[src/rtl/bfeed_pkg.sv]
// Shared types and index mapping for the border restoring feeder.
// Assumes a 3x3 upstream window, i.e. one pixel of shave on every side.
package bfeed_pkg;

    // Output stream flags that travel alongside the pixel
    typedef struct packed {
        logic sof;
        logic eol;
    } mark_t;

    // Map an output index (0..last) to the interior index that feeds it:
    // the border positions clamp to the nearest interior position.
    function automatic int unsigned clamp_src(input int unsigned pos, input int unsigned last);
        if (pos == 0)
            return 0;
        else if (pos >= last)
            return last - 2;
        else
            return pos - 1;
    endfunction

endpackage

[src/rtl/bfeed_line_store.sv]
// Two-bank line buffer. Bank b holds the interior rows with row[0] == b.
// One write port and one registered read port; the controllers never
// write the bank being read in the same cycle.
module bfeed_line_store #(
    parameter int PIX_W  = 8,
    parameter int DEPTH  = 30,
    parameter int ADDR_W = 5
) (
    input  logic              clk,
    input  logic              rst_n,
    input  logic              wr_en,
    input  logic              wr_bank,
    input  logic [ADDR_W-1:0] wr_addr,
    input  logic [PIX_W-1:0]  wr_data,
    input  logic              rd_en,
    input  logic              rd_bank,
    input  logic [ADDR_W-1:0] rd_addr,
    output logic [PIX_W-1:0]  rd_data
);

    logic [PIX_W-1:0] bank_q [2];
    logic             sel_q;

    for (genvar b = 0; b < 2; b++) begin : g_bank
        logic [PIX_W-1:0] mem [DEPTH];

        // Store one incoming interior pixel into this bank
        always_ff @(posedge clk) begin
            if (wr_en && (wr_bank == 1'(b)))
                mem[wr_addr] <= wr_data;
        end

        // Registered read of this bank
        always_ff @(posedge clk) begin
            if (!rst_n)
                bank_q[b] <= '0;
            else if (rd_en && (rd_bank == 1'(b)))
                bank_q[b] <= mem[rd_addr];
        end
    end

    // Remember which bank the registered data came from
    always_ff @(posedge clk) begin
        if (!rst_n)
            sel_q <= 1'b0;
        else if (rd_en)
            sel_q <= rd_bank;
    end

    assign rd_data = bank_q[sel_q];

endmodule

[src/rtl/bfeed_fill_ctrl.sv]
// Write side: accepts the shaved interior stream and files each row into
// the bank chosen by its row parity. Row k (k >= 2) may only be written
// once the output scan has reached row k, since the bank still holds
// row k-2 until then. Pixels arriving between frames without the
// start-of-frame flag are taken and dropped.
module bfeed_fill_ctrl #(
    parameter int IN_W   = 30,
    parameter int IN_H   = 22,
    parameter int ADDR_W = 5,
    parameter int ROW_W  = 5
) (
    input  logic              clk,
    input  logic              rst_n,
    input  logic              in_valid,
    input  logic              in_sof,
    input  logic [ROW_W-1:0]  out_row,
    input  logic              frame_done,
    output logic              in_ready,
    output logic              wr_en,
    output logic              wr_bank,
    output logic [ADDR_W-1:0] wr_addr,
    output logic [ROW_W-1:0]  rows_loaded
);

    localparam logic [ADDR_W-1:0] LAST_COL = ADDR_W'(IN_W - 1);
    localparam logic [ROW_W-1:0]  ALL_ROWS = ROW_W'(IN_H);
    localparam logic [ROW_W-1:0]  FREE_ROWS = ROW_W'(2);

    logic              armed;
    logic [ADDR_W-1:0] col;
    logic [ROW_W-1:0]  row;

    // Decide whether the next interior pixel has a free slot
    always_comb begin
        if (!armed)
            in_ready = 1'b1;
        else
            in_ready = (row < ALL_ROWS) && ((row < FREE_ROWS) || (out_row >= row));
    end

    assign wr_en       = in_valid && in_ready && (armed || in_sof);
    assign wr_bank     = row[0];
    assign wr_addr     = col;
    assign rows_loaded = row;

    // Advance the write position; rearm for the next frame when output ends
    always_ff @(posedge clk) begin
        if (!rst_n) begin
            armed <= 1'b0;
            col   <= '0;
            row   <= '0;
        end else if (frame_done) begin
            armed <= 1'b0;
            col   <= '0;
            row   <= '0;
        end else if (wr_en) begin
            armed <= 1'b1;
            if (col == LAST_COL) begin
                col <= '0;
                row <= row + 1'b1;
            end else begin
                col <= col + 1'b1;
            end
        end
    end

endmodule

[src/rtl/bfeed_scan_ctrl.sv]
// Read side: walks the full-size output frame one pixel per clock and
// maps each position to a buffered interior pixel with clamped indices.
// A row starts only when its source row is complete, so a started row
// always runs to its end without a pause.
module bfeed_scan_ctrl
    import bfeed_pkg::*;
#(
    parameter int FRAME_W = 32,
    parameter int FRAME_H = 24,
    parameter int COL_W   = 5,
    parameter int ROW_W   = 5,
    parameter int ADDR_W  = 5
) (
    input  logic              clk,
    input  logic              rst_n,
    input  logic [ROW_W-1:0]  rows_loaded,
    output logic [ROW_W-1:0]  out_row,
    output logic              rd_en,
    output logic              rd_bank,
    output logic [ADDR_W-1:0] rd_addr,
    output mark_t             mark,
    output logic              frame_done
);

    localparam int unsigned LAST_C = FRAME_W - 1;
    localparam int unsigned LAST_R = FRAME_H - 1;

    logic             active;
    logic [COL_W-1:0] col;
    logic [ROW_W-1:0] row;

    int unsigned src_r, src_c, nxt_r, need_now, need_next;
    logic        end_col, last_row, start_ok, cont_ok;

    // Source indices and the row-availability tests
    always_comb begin
        src_r     = clamp_src(32'(row), LAST_R);
        src_c     = clamp_src(32'(col), LAST_C);
        end_col   = (32'(col) == LAST_C);
        last_row  = (32'(row) == LAST_R);
        nxt_r     = last_row ? 0 : 32'(row) + 1;
        need_now  = src_r + 1;
        need_next = clamp_src(nxt_r, LAST_R) + 1;
        start_ok  = (32'(rows_loaded) >= need_now);
        cont_ok   = (32'(rows_loaded) >= need_next);
    end

    assign out_row    = row;
    assign rd_en      = active;
    assign rd_bank    = src_r[0];
    assign rd_addr    = ADDR_W'(src_c);
    assign mark.sof   = (row == '0) && (col == '0);
    assign mark.eol   = end_col;
    assign frame_done = active && end_col && last_row;

    // Step through the output frame, pausing only at row boundaries
    always_ff @(posedge clk) begin
        if (!rst_n) begin
            active <= 1'b0;
            col    <= '0;
            row    <= '0;
        end else if (!active) begin
            if (start_ok)
                active <= 1'b1;
        end else if (end_col) begin
            col <= '0;
            if (last_row) begin
                row    <= '0;
                active <= 1'b0;
            end else begin
                row    <= row + 1'b1;
                active <= cont_ok;
            end
        end else begin
            col <= col + 1'b1;
        end
    end

endmodule

[src/rtl/border_feeder.sv]
// Border restoring pixel feeder: turns the shaved interior stream of a
// 3x3 window stage back into a full FRAME_W x FRAME_H frame at original
// alignment, replicating the nearest interior pixel into the border.
// Assumes FRAME_W >= 4 and FRAME_H >= 4; output has no backpressure.
module border_feeder
    import bfeed_pkg::*;
#(
    parameter int FRAME_W = 32,
    parameter int FRAME_H = 24,
    parameter int PIX_W   = 8
) (
    input  logic             clk,
    input  logic             rst_n,
    input  logic             in_valid,
    output logic             in_ready,
    input  logic             in_sof,
    input  logic [PIX_W-1:0] in_data,
    output logic             out_valid,
    output logic             out_sof,
    output logic             out_eol,
    output logic [PIX_W-1:0] out_data
);

    localparam int IN_W   = FRAME_W - 2;
    localparam int IN_H   = FRAME_H - 2;
    localparam int ADDR_W = $clog2(IN_W);
    localparam int COL_W  = $clog2(FRAME_W);
    localparam int ROW_W  = $clog2(FRAME_H);

    logic              wr_en, wr_bank, rd_en, rd_bank, frame_done;
    logic [ADDR_W-1:0] wr_addr, rd_addr;
    logic [ROW_W-1:0]  rows_loaded, out_row;
    mark_t             mark;

    bfeed_fill_ctrl #(
        .IN_W(IN_W), .IN_H(IN_H), .ADDR_W(ADDR_W), .ROW_W(ROW_W)
    ) u_fill (
        .clk(clk), .rst_n(rst_n), .in_valid(in_valid), .in_sof(in_sof),
        .out_row(out_row), .frame_done(frame_done), .in_ready(in_ready),
        .wr_en(wr_en), .wr_bank(wr_bank), .wr_addr(wr_addr),
        .rows_loaded(rows_loaded)
    );

    bfeed_scan_ctrl #(
        .FRAME_W(FRAME_W), .FRAME_H(FRAME_H), .COL_W(COL_W),
        .ROW_W(ROW_W), .ADDR_W(ADDR_W)
    ) u_scan (
        .clk(clk), .rst_n(rst_n), .rows_loaded(rows_loaded),
        .out_row(out_row), .rd_en(rd_en), .rd_bank(rd_bank),
        .rd_addr(rd_addr), .mark(mark), .frame_done(frame_done)
    );

    bfeed_line_store #(
        .PIX_W(PIX_W), .DEPTH(IN_W), .ADDR_W(ADDR_W)
    ) u_store (
        .clk(clk), .rst_n(rst_n), .wr_en(wr_en), .wr_bank(wr_bank),
        .wr_addr(wr_addr), .wr_data(in_data), .rd_en(rd_en),
        .rd_bank(rd_bank), .rd_addr(rd_addr), .rd_data(out_data)
    );

    // Delay valid and flags by one cycle to line up with the read data
    always_ff @(posedge clk) begin
        if (!rst_n) begin
            out_valid <= 1'b0;
            out_sof   <= 1'b0;
            out_eol   <= 1'b0;
        end else begin
            out_valid <= rd_en;
            out_sof   <= rd_en && mark.sof;
            out_eol   <= rd_en && mark.eol;
        end
    end

endmodule

[config.mk]
export PLATFORM = sky130hd
export DESIGN_NAME = border_feeder
export DESIGN_NICKNAME = d
export VERILOG_FILES = /design/src/rtl/bfeed_pkg.sv /design/src/rtl/bfeed_line_store.sv /design/src/rtl/bfeed_fill_ctrl.sv /design/src/rtl/bfeed_scan_ctrl.sv /design/src/rtl/border_feeder.sv
export SDC_FILE = /design/constraint.sdc
export NUM_CORES = 1
export LEC_CHECK = 0
export BUFFER_PORTS_ARGS = -buffer_cell sky130_fd_sc_hd__buf_4
export CORE_UTILIZATION = 43
export DETAILED_ROUTE_END_ITERATION = 8
export SYNTH_ARGS = -nofsm -noshare
export SYNTH_HDL_FRONTEND = slang
export SYNTH_HIERARCHICAL = 1
export SYNTH_SLANG_ARGS = --single-unit
[constraint.sdc]
create_clock -name clk -period 5.15 [get_ports clk]
set_input_delay 1.2875 -clock clk [delete_from_list [all_inputs] [get_ports clk]]
set_output_delay 1.2875 -clock clk [all_outputs]
set_load 0.01 [all_outputs]
# Word-level counts from Yosys, hierarchy flattened
# Memory sizes are Yosys's and may differ from the RTL's. A register that Yosys moved wholly into a read port is not among the register bits.
# Index checks and enable logic that the tools add are counted.
# totals
mem_bits_rw,496
output_inout_bits,12
mem_count,3
in_bits,12
register_bits,26
# classes
n_mux,30
n_addsub,10
n_lt_le_gt_ge,8
n_eq_ne,3
reduce_logical,19
bitwise,5
# mem_list
memory,words,width,rd,rd_clocked_by_memory_dff,write_ports,line,rtl
u_store.g_bank[0].mem,30,8,1,0,1,bfeed_line_store.sv:25,logic [PIX_W-1:0] mem [DEPTH];
u_store.g_bank[1].mem,30,8,1,0,1,bfeed_line_store.sv:25,
u_store.bank_q,2,8,1,1,2,bfeed_line_store.sv:21,logic [PIX_W-1:0] bank_q [2];
# op_table
cell,n
$mux W32,5
$add A32 B1 Y32 const B,2
$ge A5 B32 Y1,2
$ge A32 B5 Y1 const B,1
$logic_not A32 Y1,1
$sub A32 B1 Y32 const B,1
$mux W5,5
$add A5 B1 Y5 const B,4
$mux W1,18
$mux W8,2
$eq A5 B5 Y1 const B,3
$logic_and A1 B1 Y1,11
$ge A5 B5 Y1 const B,2
$logic_not A5 Y1,2
$add A5 B1 Y6 const B,1
$sub A5 B1 Y6 const B,1
$ge A5 B5 Y1,1
$lt A5 B2 Y1 const B,1
$lt A5 B5 Y1 const B,1
$sub A5 B1 Y5 const B,1
$reduce_and A2 Y1,2
$not A1 Y1,3
$logic_or A1 B1 Y1,2
$or A1 B1 Y1,2
$reduce_or A2 Y1,1

# Logic depth before layout (Yosys ltp)
# Gate-level depths: netlist of the first run.
# logic_depth
ltp_word,10
mapped_depth,18

# Modules after synthesis
# The synthesis of the first run kept the hierarchy.
# modules_own_cells
mod,cells_per_inst,n_inst,area_each_um2
bfeed_line_store,923,1,19520.0
bfeed_scan_ctrl,247,1,1958.1
bfeed_fill_ctrl,88,1,767.0
border_feeder,6,1,80.1

# Worst setup path after synthesis of the first run
# OpenSTA, ideal clock, no wires.
# synth_timing
kind,reg-to-reg
start,"reg u_scan.row[1], in the netlist u_scan/out_row[1]"
end,"reg u_scan.active, in the netlist u_scan/rd_en"
path_stages_with_launch,17
synth_period_minus_slack_ns,3.253
arrival_ns,3.125
setup_time_ns,0.128
slack_ns,1.897
t_required_ns,5.022
cell_sequence,dfxtp_1 ha_1 and2b_1 a221oi_2 a31oi_2 nor2_4 a21o_1 inv_1 ha_1 nand4_2 mux2_4 ha_1 a21o_1 a31oi_1 nor2_1 a31oi_1 a22oi_1
# synth_between
elab_chain_len,10
word_cells_on_any_way,21
# synth_lines
element,line,rtl
"start, declared",bfeed_scan_ctrl.sv:30,logic [ROW_W-1:0] row;
"start signal, assigned",bfeed_scan_ctrl.sv:71,row <= row + 1'b1;
$add A5 B1 Y6 or $eq A5 B5 Y1 (tied branches),"bfeed_scan_ctrl.sv:41, bfeed_scan_ctrl.sv:40",
$mux W32,bfeed_scan_ctrl.sv:41,nxt_r = last_row ? 0 : 32'(row) + 1;
$sub A32 B1 Y32 or $ge A32 B5 Y1 (tied branches),"bfeed_pkg.sv:19, bfeed_pkg.sv:16",
$mux W32,bfeed_pkg.sv:16,else if (pos >= last)
$mux W32,bfeed_pkg.sv:14,if (pos == 0)
$add A32 B1 Y32,bfeed_scan_ctrl.sv:43,"need_next = clamp_src(nxt_r, LAST_R) + 1;"
$ge A5 B32 Y1,bfeed_scan_ctrl.sv:45,cont_ok = (32'(rows_loaded) >= need_next);
$mux W1,bfeed_scan_ctrl.sv:67,if (last_row) begin
$mux W1,bfeed_scan_ctrl.sv:65,end else if (end_col) begin
$mux W1 *,bfeed_scan_ctrl.sv:62,end else if (!active) begin
"end signal, assigned",bfeed_scan_ctrl.sv:72,active <= cont_ok;
"end, declared",bfeed_scan_ctrl.sv:28,logic active;
# Every way passes the cells marked *; elsewhere a longest branch is shown, timed or not.
# A chain may end at the register's enable or synchronous reset.

==> out/qor.yml, run 1 <==
status: "finished clean"
dp_cells: 1919
grt_first_pass_wirelength_mm: 75.49
cts_setup_buffers: 0
fin_crit_sh_pct: 81.82
tns_ns: 0
worstHoldPathType: "reg2reg"
use_met1_pct: 27.76
hold_violations: 0
max_freq_mhz: 237.3
cts.sinks: 523
combPwrFrac_pct: 1.4
synthesis.area_um2: 22330
grt_overflow_total: 0
yosys_most_used_dff: "edfxtp_1"
cts_hold_buffers: 0
seqPwrFrac_pct: 55.8
n_antenna_cell: 0
netlist.area_leader.share_pct: 66.72
worstPathBufferInverterCount: 1
vias_per_cell: 5.807
setup_slack_ns: 0.9361
die_area_um2: 52830
die_w_um: 229.9
synth.most_common_cell: "edfxtp_1"
p_leak_uw: 0.007678
netSwitchingPower_uw: 1670
drt_iter0_drc: 1138
n_fill_cell: 4267
ctsRootBufferMaster: "clkbuf_16"
finalCriticalPeriod_ns: 4.214
route.vias.total: 11680
dp_hpwl_mm: 30.32
crit_chain: "ha_1, and3_1, ha_1, a31oi_1, a21oi_4, buf_12, nor2b_1, a22oi_1, a211oi_1, a31o_1"
power.share.clock_pct: 42.8
drtPass1Iterations: 7
synth_top_area_cell: "edfxtp_1"
use_met2_pct: 29.57
yosysUniqueCellTypes: 82
required_ns: 5.62
ys_top_cells_by_count: "edfxtp_1, mux4_2, nor2_1, mux2i_1, nand2_1"
coreArea_um2: 51300
antenna_found_initial: 0
cts-resized-gates: 0
die_y_um: 229.9
busiest_layer: "met2"
cts_buffers: 53
nets: 1349
synth_edf_count: 496
layout-drive-gt1-share_pct: 20.81
worst_setup_path_end_kind: "flop"
critPathMaxFanout: 33
ioPinCount: 24
swShare_pct: 19.95
gp_congestion: 0.8654
rows: 83
power_density_nw_per_um2: 339.2
p_int_uw: 6699
grt_pass1_vias: 11770
tightest_slew_ns: 1.038
ant_nets: 0
clock_skew_ns: 0.01972
path_class: "reg2reg"
place_ws_ns: 1.030
critPathSlowestCell: "a21oi_4"
ir_worst_vdd_uv: 224.9
htreeDepth: 2
max_stage_delay_ns: 0.88
path_clk_slew_ns: 0.06
grt_use_total_pct: 19.20
avgRoutedWirePerCell_um: 24.59
syn_avg_cell_area_um2: 17.66
critPathLaunchType: "flop"
cts_buffer_depth: 3
final_cell_count_no_fill: 2011
finalWirelength_mm: 49.45
slew_viol_final: 0
synth_async_sr_flop_share_pct: 0
multi_input_area_um2: 6415
max_slew_margin_pct: 30.68
area_delta_synth_final_pct: 10.53
maxCapViolations: 0
met3_usage_pct: 3.807
ys_top_cells_by_area: "edfxtp_1, mux4_2, dfxtp_1"
cp_top_family: "compound AO/OA/AOI/OAI gates"
rsz0062_at_grt: "false"
synthCells: 1264
portBuffers: 23
initial_core_util_pct: 43.52
cpMostUsedCell: "ha_1"
seq_area_frac_synth_pct: 69.14
cp_data_arrival_time_ns: 4.68
drc: 0
clock_latency_ns: 0.60
ys_warn_count: 6
ff_latch_area_um2: 15430
finalSetupViolCount: 0
ys_ff_latch: 523
grt_max_degree: 101
cts_tree: "done"
cell families after synthesis:
family	Yosys count	share of synthesized area (%)
adders and majority gates	44	2.455
and+or+nand+nor	270	6.372
DFF	523	69.14
AOI/OAI and AO/OA	139	4.596
other	1	0.01680
buffers and inverters	88	2.404
muxes	191	14.71
xor gates and xnor gates	8	0.3138
metal layers:
metal  routed length [um]  vias to the layer above  part of all wire, %
li1                     -                     5136                    -
met1                22200                     6103                   45
met2                23010                      357                   47
met3                 3067                       82                  6.2
met4                 1173                        0                  2.4
met5                    0                        -                    0
power groups by stage:
stage               Combinational [uW]  Clock [uW]  Sequential [uW]
floorplan                         32.7           0             4760
global placement                   120           0             4760
detailed placement                 125           0             4760
CTS                                124        3650             4670
global route                       135        3810             4670
finish                             121        3580             4670
state kept, by name, indices dropped and copies added, names as in the netlist, named ones only:
signal              flops
out_eol                 1
u_scan/out_row          5
u_scan/col              5
u_store/bank_q         16
u_store/sel_q           1
u_scan/rd_en            1
u_fill/armed            1
u_fill/wr_addr          5
out_sof                 1
u_store/g_bank.mem    480
out_valid               1
u_fill/rows_loaded      5
tightest hold or removal path, delay by kind of cell, from the launching register on:
kind | cells | cell delay [ns]
AND/OR/NAND/NOR | 2 | 0.12
flip-flops | 1 | 0.31
through the flow:
stage	total power (uW)	hold slack (ns)	util, %	instance area (um2)
after detailed placement	4885	0.4496	45.01	23090
after floorplan	4789	0.4268	-	22350
final	8369	0.4626	48.10	24680
after global routing	8611	0.4982	48.10	24680
after CTS	8447	0.4636	48.10	24680
after global placement	4881	0.4411	45.01	23090
path summary, 6_finish.rpt:
check                             startpoint                                 end  slack, ns  cells after the start
hold / removal    u_store/sel_q$_SDFFE_PN0P_                                flop       0.46                      2
hold reg to reg   u_store/sel_q$_SDFFE_PN0P_                                flop       0.46                      2
setup reg to reg  u_scan/col[0]$_SDFFE_PN0P_  u_store/bank_q[0][4]$_SDFFCE_PN0P_       0.94                     10
setup / recovery  u_scan/col[0]$_SDFFE_PN0P_  u_store/bank_q[0][4]$_SDFFCE_PN0P_       0.94                     10
layout by cell type (no fill, tap or decap), drive strengths merged, types with 15 or more instances in the layout:
cell	synthesis	final
a21oi	21	21
buf	44	35
clkbuf	23	67
clkinv	0	19
dfxtp	27	27
edfxtp	496	496
ha	43	43
inv	21	23
mux2	33	33
mux2i	53	53
mux4	105	105
nand2	47	47
nand3	15	15
nor2	90	90
nor2b	24	24
o21ai	39	39
final cells by class:
class	count	share of cell area, %
Multi-Input combinational cell	660	26.00
Tap cell	680	3.448
Clock inverter	25	0.7454
Sequential cell	523	62.55
Inverter	21	0.3194
Clock buffer	67	5.674
Timing Repair Buffer	35	1.268
Note: power is estimated with default switching activity, not from simulation.
==> run 2: changes to the inputs <==
--- a/config.mk
+++ b/config.mk
@@ -5,6 +5,7 @@
 export SDC_FILE = /design/constraint.sdc
 export NUM_CORES = 1
 export LEC_CHECK = 0
+export ABC_AREA = 1
 export BUFFER_PORTS_ARGS = -buffer_cell sky130_fd_sc_hd__buf_4
 export CORE_UTILIZATION = 43
 export DETAILED_ROUTE_END_ITERATION = 8
==> constraint.sdc (replaced) <==
create_clock -name clk -period 3.4 [get_ports clk]
set_input_delay 0.85 -clock clk [delete_from_list [all_inputs] [get_ports clk]]
set_output_delay 0.85 -clock clk [all_outputs]
set_load 0.01 [all_outputs]
==> out/qor.yml, run 2 <==
path_clk_slew_ns: 0.06  # about the same
layout_common_cells: "nand2_1, edfxtp_1, nand3_1, nor2_1, inv_1"
slew_viol_final: 0  # unchanged
n_fill_cell: 4676  # +9.6%
netlist.area_leader.share_pct: 64.30  # -2.4 points
dp_hpwl_mm: 35.28  # +16%
grt_overflow_total: 0  # unchanged
htreeDepth: 2  # unchanged
total_power_uw: 12870  # +54%
portBuffers: 23  # unchanged
crit_chain: "ha_2, nand2_2, inv_2, nand2_4, nand2_1, nor2_2, nor2_2, nand2_4, nand3_2, inv_2, ha_4, nand3_2, nor3_4, inv_1, ha_1, inv_1, nor2_1, nand3_1, nor3_2, o21ai_0, a21oi_1, nand2_1, a21oi_2"
p_leak_uw: 0.009772  # +27%
ys_warn_count: 6  # unchanged
die_w_um: 234.1  # +1.8%
drtPass1Iterations: 5  # -2
largest_register_ffs: 480  # unchanged
final_common_cell: "nand2_1"
tightest_slew_ns: 0.9908  # -0.04676 ns
clock_skew_ns: 0.01552  # -0.004199 ns
ant_nets: 0  # unchanged
synth_async_sr_flop_share_pct: 0  # unchanged
seq_area_frac_synth_pct: 66.64  # -2.5 points
initial_core_util_pct: 43.81  # +0.30 points
finalSetupViolCount: 0  # unchanged
worstRegToRegCells: 23  # +13
worstHoldPathType: "reg2reg"
grt_use_total_pct: 21.62  # +2.4 points
cts_buffers: 55  # +3.8%
synth_edf_count: 496  # unchanged
finalWirelength_mm: 58.26  # +18%
area_delta_synth_final_pct: 12.57
worst_setup_path_end_kind: "flop"
gp_congestion: 0.8441  # -2.5%
ioPinCount: 24  # unchanged
finalCriticalPeriod_ns: 3.156  # -1.058 ns
cts_buffer_depth: 3  # unchanged
power_density_nw_per_um2: 493.5  # +46%
syn_avg_cell_area_um2: 10.71  # -39%
r2r-end: "u_scan/rd_en$_SDFF_PN0_"
synth_top_area_cell: "edfxtp_1"
synthCells: 2163  # +71%
cts_hold_buffers: 0  # unchanged
grt_max_degree: 95  # -5.9%
required_ns: 3.94  # -1.68 ns
die_area_um2: 54800  # +3.7%
n_antenna_cell: 0  # unchanged
die_y_um: 234.1  # +1.8%
cp_data_arrival_time_ns: 3.70  # -0.98 ns
place_ws_ns: 0.1785  # -0.8513 ns
nets: 2269  # +68%
r2r_slack_ns: 0.24  # -0.69 ns
synthesis.area_um2: 23160  # +3.7%
critPathMaxFanout: 8  # -76%
rsz0062_at_grt: "true"
ys_top_cells_by_count: "nand2_1, edfxtp_1, nand3_1, nor2_1, inv_1"
drt_iter0_drc: 1383  # +22%
min_from: "u_store/sel_q$_SDFFE_PN0P_"
vias_per_cell: 5.365  # -7.6%
max_freq_mhz: 316.8  # +34%
synth.most_common_cell: "nand2_1"
cp_top_family: "simple AND/OR/NAND/NOR gates"
max_stage_delay_ns: 0.34  # -0.54 ns
clock_latency_ns: 0.61  # about the same
critPathLaunchType: "flop"
avgRoutedWirePerCell_um: 19.78  # -20%
worstPathBufferInverterCount: 4  # +3
critPathSlowestCell: "dfxtp_2"
ys_ff_latch: 523  # unchanged
ctsRootBufferMaster: "clkbuf_16"
cts.sinks: 523  # unchanged
setup_slack_ns: 0.2439  # -0.6923 ns
route.vias.total: 15800  # +35%
ir_worst_vdd_uv: 413.2  # +84%
grt_pass1_vias: 15340  # +30%
cts_tree: "done"
holdPathStages: 2  # unchanged
ys_top_cells_by_area: "edfxtp_1, nand2_1, nand3_1"
min_to: "u_store/sel_q$_SDFFE_PN0P_"
status: "finished clean"
yosys_most_used_dff: "edfxtp_1"
grt_first_pass_wirelength_mm: 89.55  # +19%
fin_crit_sh_pct: 92.83  # +11 points
hold_violations: 0  # unchanged
yosysUniqueCellTypes: 42  # -49%
rows: 84  # +1.2%
layout-drive-gt1-share_pct: 10.77  # -10 points
antenna_found_initial: 0  # unchanged
rr_startpoint: "u_scan/out_row[0]$_SDFFE_PN0P_"
maxCapViolations: 0  # unchanged
coreArea_um2: 52870  # +3.0%
reg_top3: "u_store/g_bank.mem (480), u_store/bank_q (16)"
regMostFlops: "u_store/g_bank.mem"
max_slew_margin_pct: 33.70  # +3.0 points
drc: 0  # unchanged
path_class: "reg2reg"
-- run 2: cell families after synthesis --
family / after synthesis / share of synthesized area (%)
and+or+nand+nor: 1242 / 23.09
adders and majority gates: 43 / 2.323
muxes: 8 / 0.3890
buffers and inverters: 220 / 4.467
other: 1 / 0.01619
xor gates and xnor gates: 12 / 0.4538
DFF: 523 / 66.64
AOI/OAI and AO/OA: 114 / 2.620
-- run 2: through the flow --
step	area (um2)	cells	hold slack (ns)	setup TNS [ns]	util, %
after floorplan	23190	2170	0.4420	0	-
after global placement	24360	2843	0.4539	0	46.08
after detailed placement	24360	2843	0.4711	0	46.08
after CTS	26000	2943	0.4854	0	49.17
after global routing	26070	2945	0.5277	-0.03068	49.32
final	26070	2945	0.4803	0	49.32
-- run 2: layer usage --
metal / share of wire, % / global-route usage (%) / wire length, um / vias to the layer above
li1: - / - / - / 7526
met1: 43 / 28.92 / 25250 / 7712
met2: 49 / 36.34 / 28380 / 472
met3: 5.7 / 3.198 / 3344 / 91
met4: 2.2 / 6.534 / 1283 / 0
met5: 0 / 0 / 0 / -
-- run 2: timing repair --
| item | 4_1_cts | 5_1_grt |
|---|---|---|
| setup endpoints to repair | 0 | 15 |
| gates resized for setup | 0 | 18 |
| buffers inserted | 0 | 1 |
-- run 2: worst max-delay path by stage --
stage	startpoint	to	slack (ns)	depth (start not counted)
3_5_place_dp	u_scan/col[0]$_SDFFE_PN0P_	u_store/bank_q[1][1]$_SDFFCE_PN0P_	0.18	19
5_1_grt	u_scan/out_row[0]$_SDFFE_PN0P_	u_scan/rd_en$_SDFF_PN0_	-0.03	23
3_3_place_gp	u_scan/out_row[0]$_SDFFE_PN0P_	u_scan/rd_en$_SDFF_PN0_	0.28	23
6_report	u_scan/out_row[0]$_SDFFE_PN0P_	u_scan/rd_en$_SDFF_PN0_	0.24	23
4_1_cts	u_scan/col[0]$_SDFFE_PN0P_	u_store/bank_q[1][1]$_SDFFCE_PN0P_	0.14	19
2_1_floorplan	u_scan/out_row[0]$_SDFFE_PN0P_	u_scan/rd_en$_SDFF_PN0_	0.46	23
-- run 2: cell type report --
type                    count  area, um2  area share (%)
flip-flops and latches    523      15440           59.22
repair buffers             97      915.9           3.513
well taps                 688      860.8           3.301
multi-input cells        1428       6797           26.07
inverters                 109      425.4           1.632
clock inverters            28      173.9          0.6670
clock buffers              72       1461           5.605
-- run 2: worst register-to-register path, stage by stage, from the launching register on --
cell,delay (ns)
dfxtp_2,0.34
ha_2,0.20
nand2_2,0.08
inv_2,0.06
nand2_4,0.10
nand2_1,0.10
nor2_2,0.14
nor2_2,0.07
nand2_4,0.12
nand3_2,0.10
inv_2,0.10
ha_4,0.15
nand3_2,0.11
nor3_4,0.27
inv_1,0.09
ha_1,0.28
inv_1,0.03
nor2_1,0.08
nand3_1,0.09
nor3_2,0.16
o21ai_0,0.10
a21oi_1,0.14
nand2_1,0.08
a21oi_2,0.10
-- run 2: power breakdown --
group | internal (uW) | switching [uW] | total (uW)
logic | 41.3 | 205 | 246
clock network | 3090 | 2450 | 5540
registers | 7070 | 11.8 | 7080
total | 10200 | 2670 | 12900
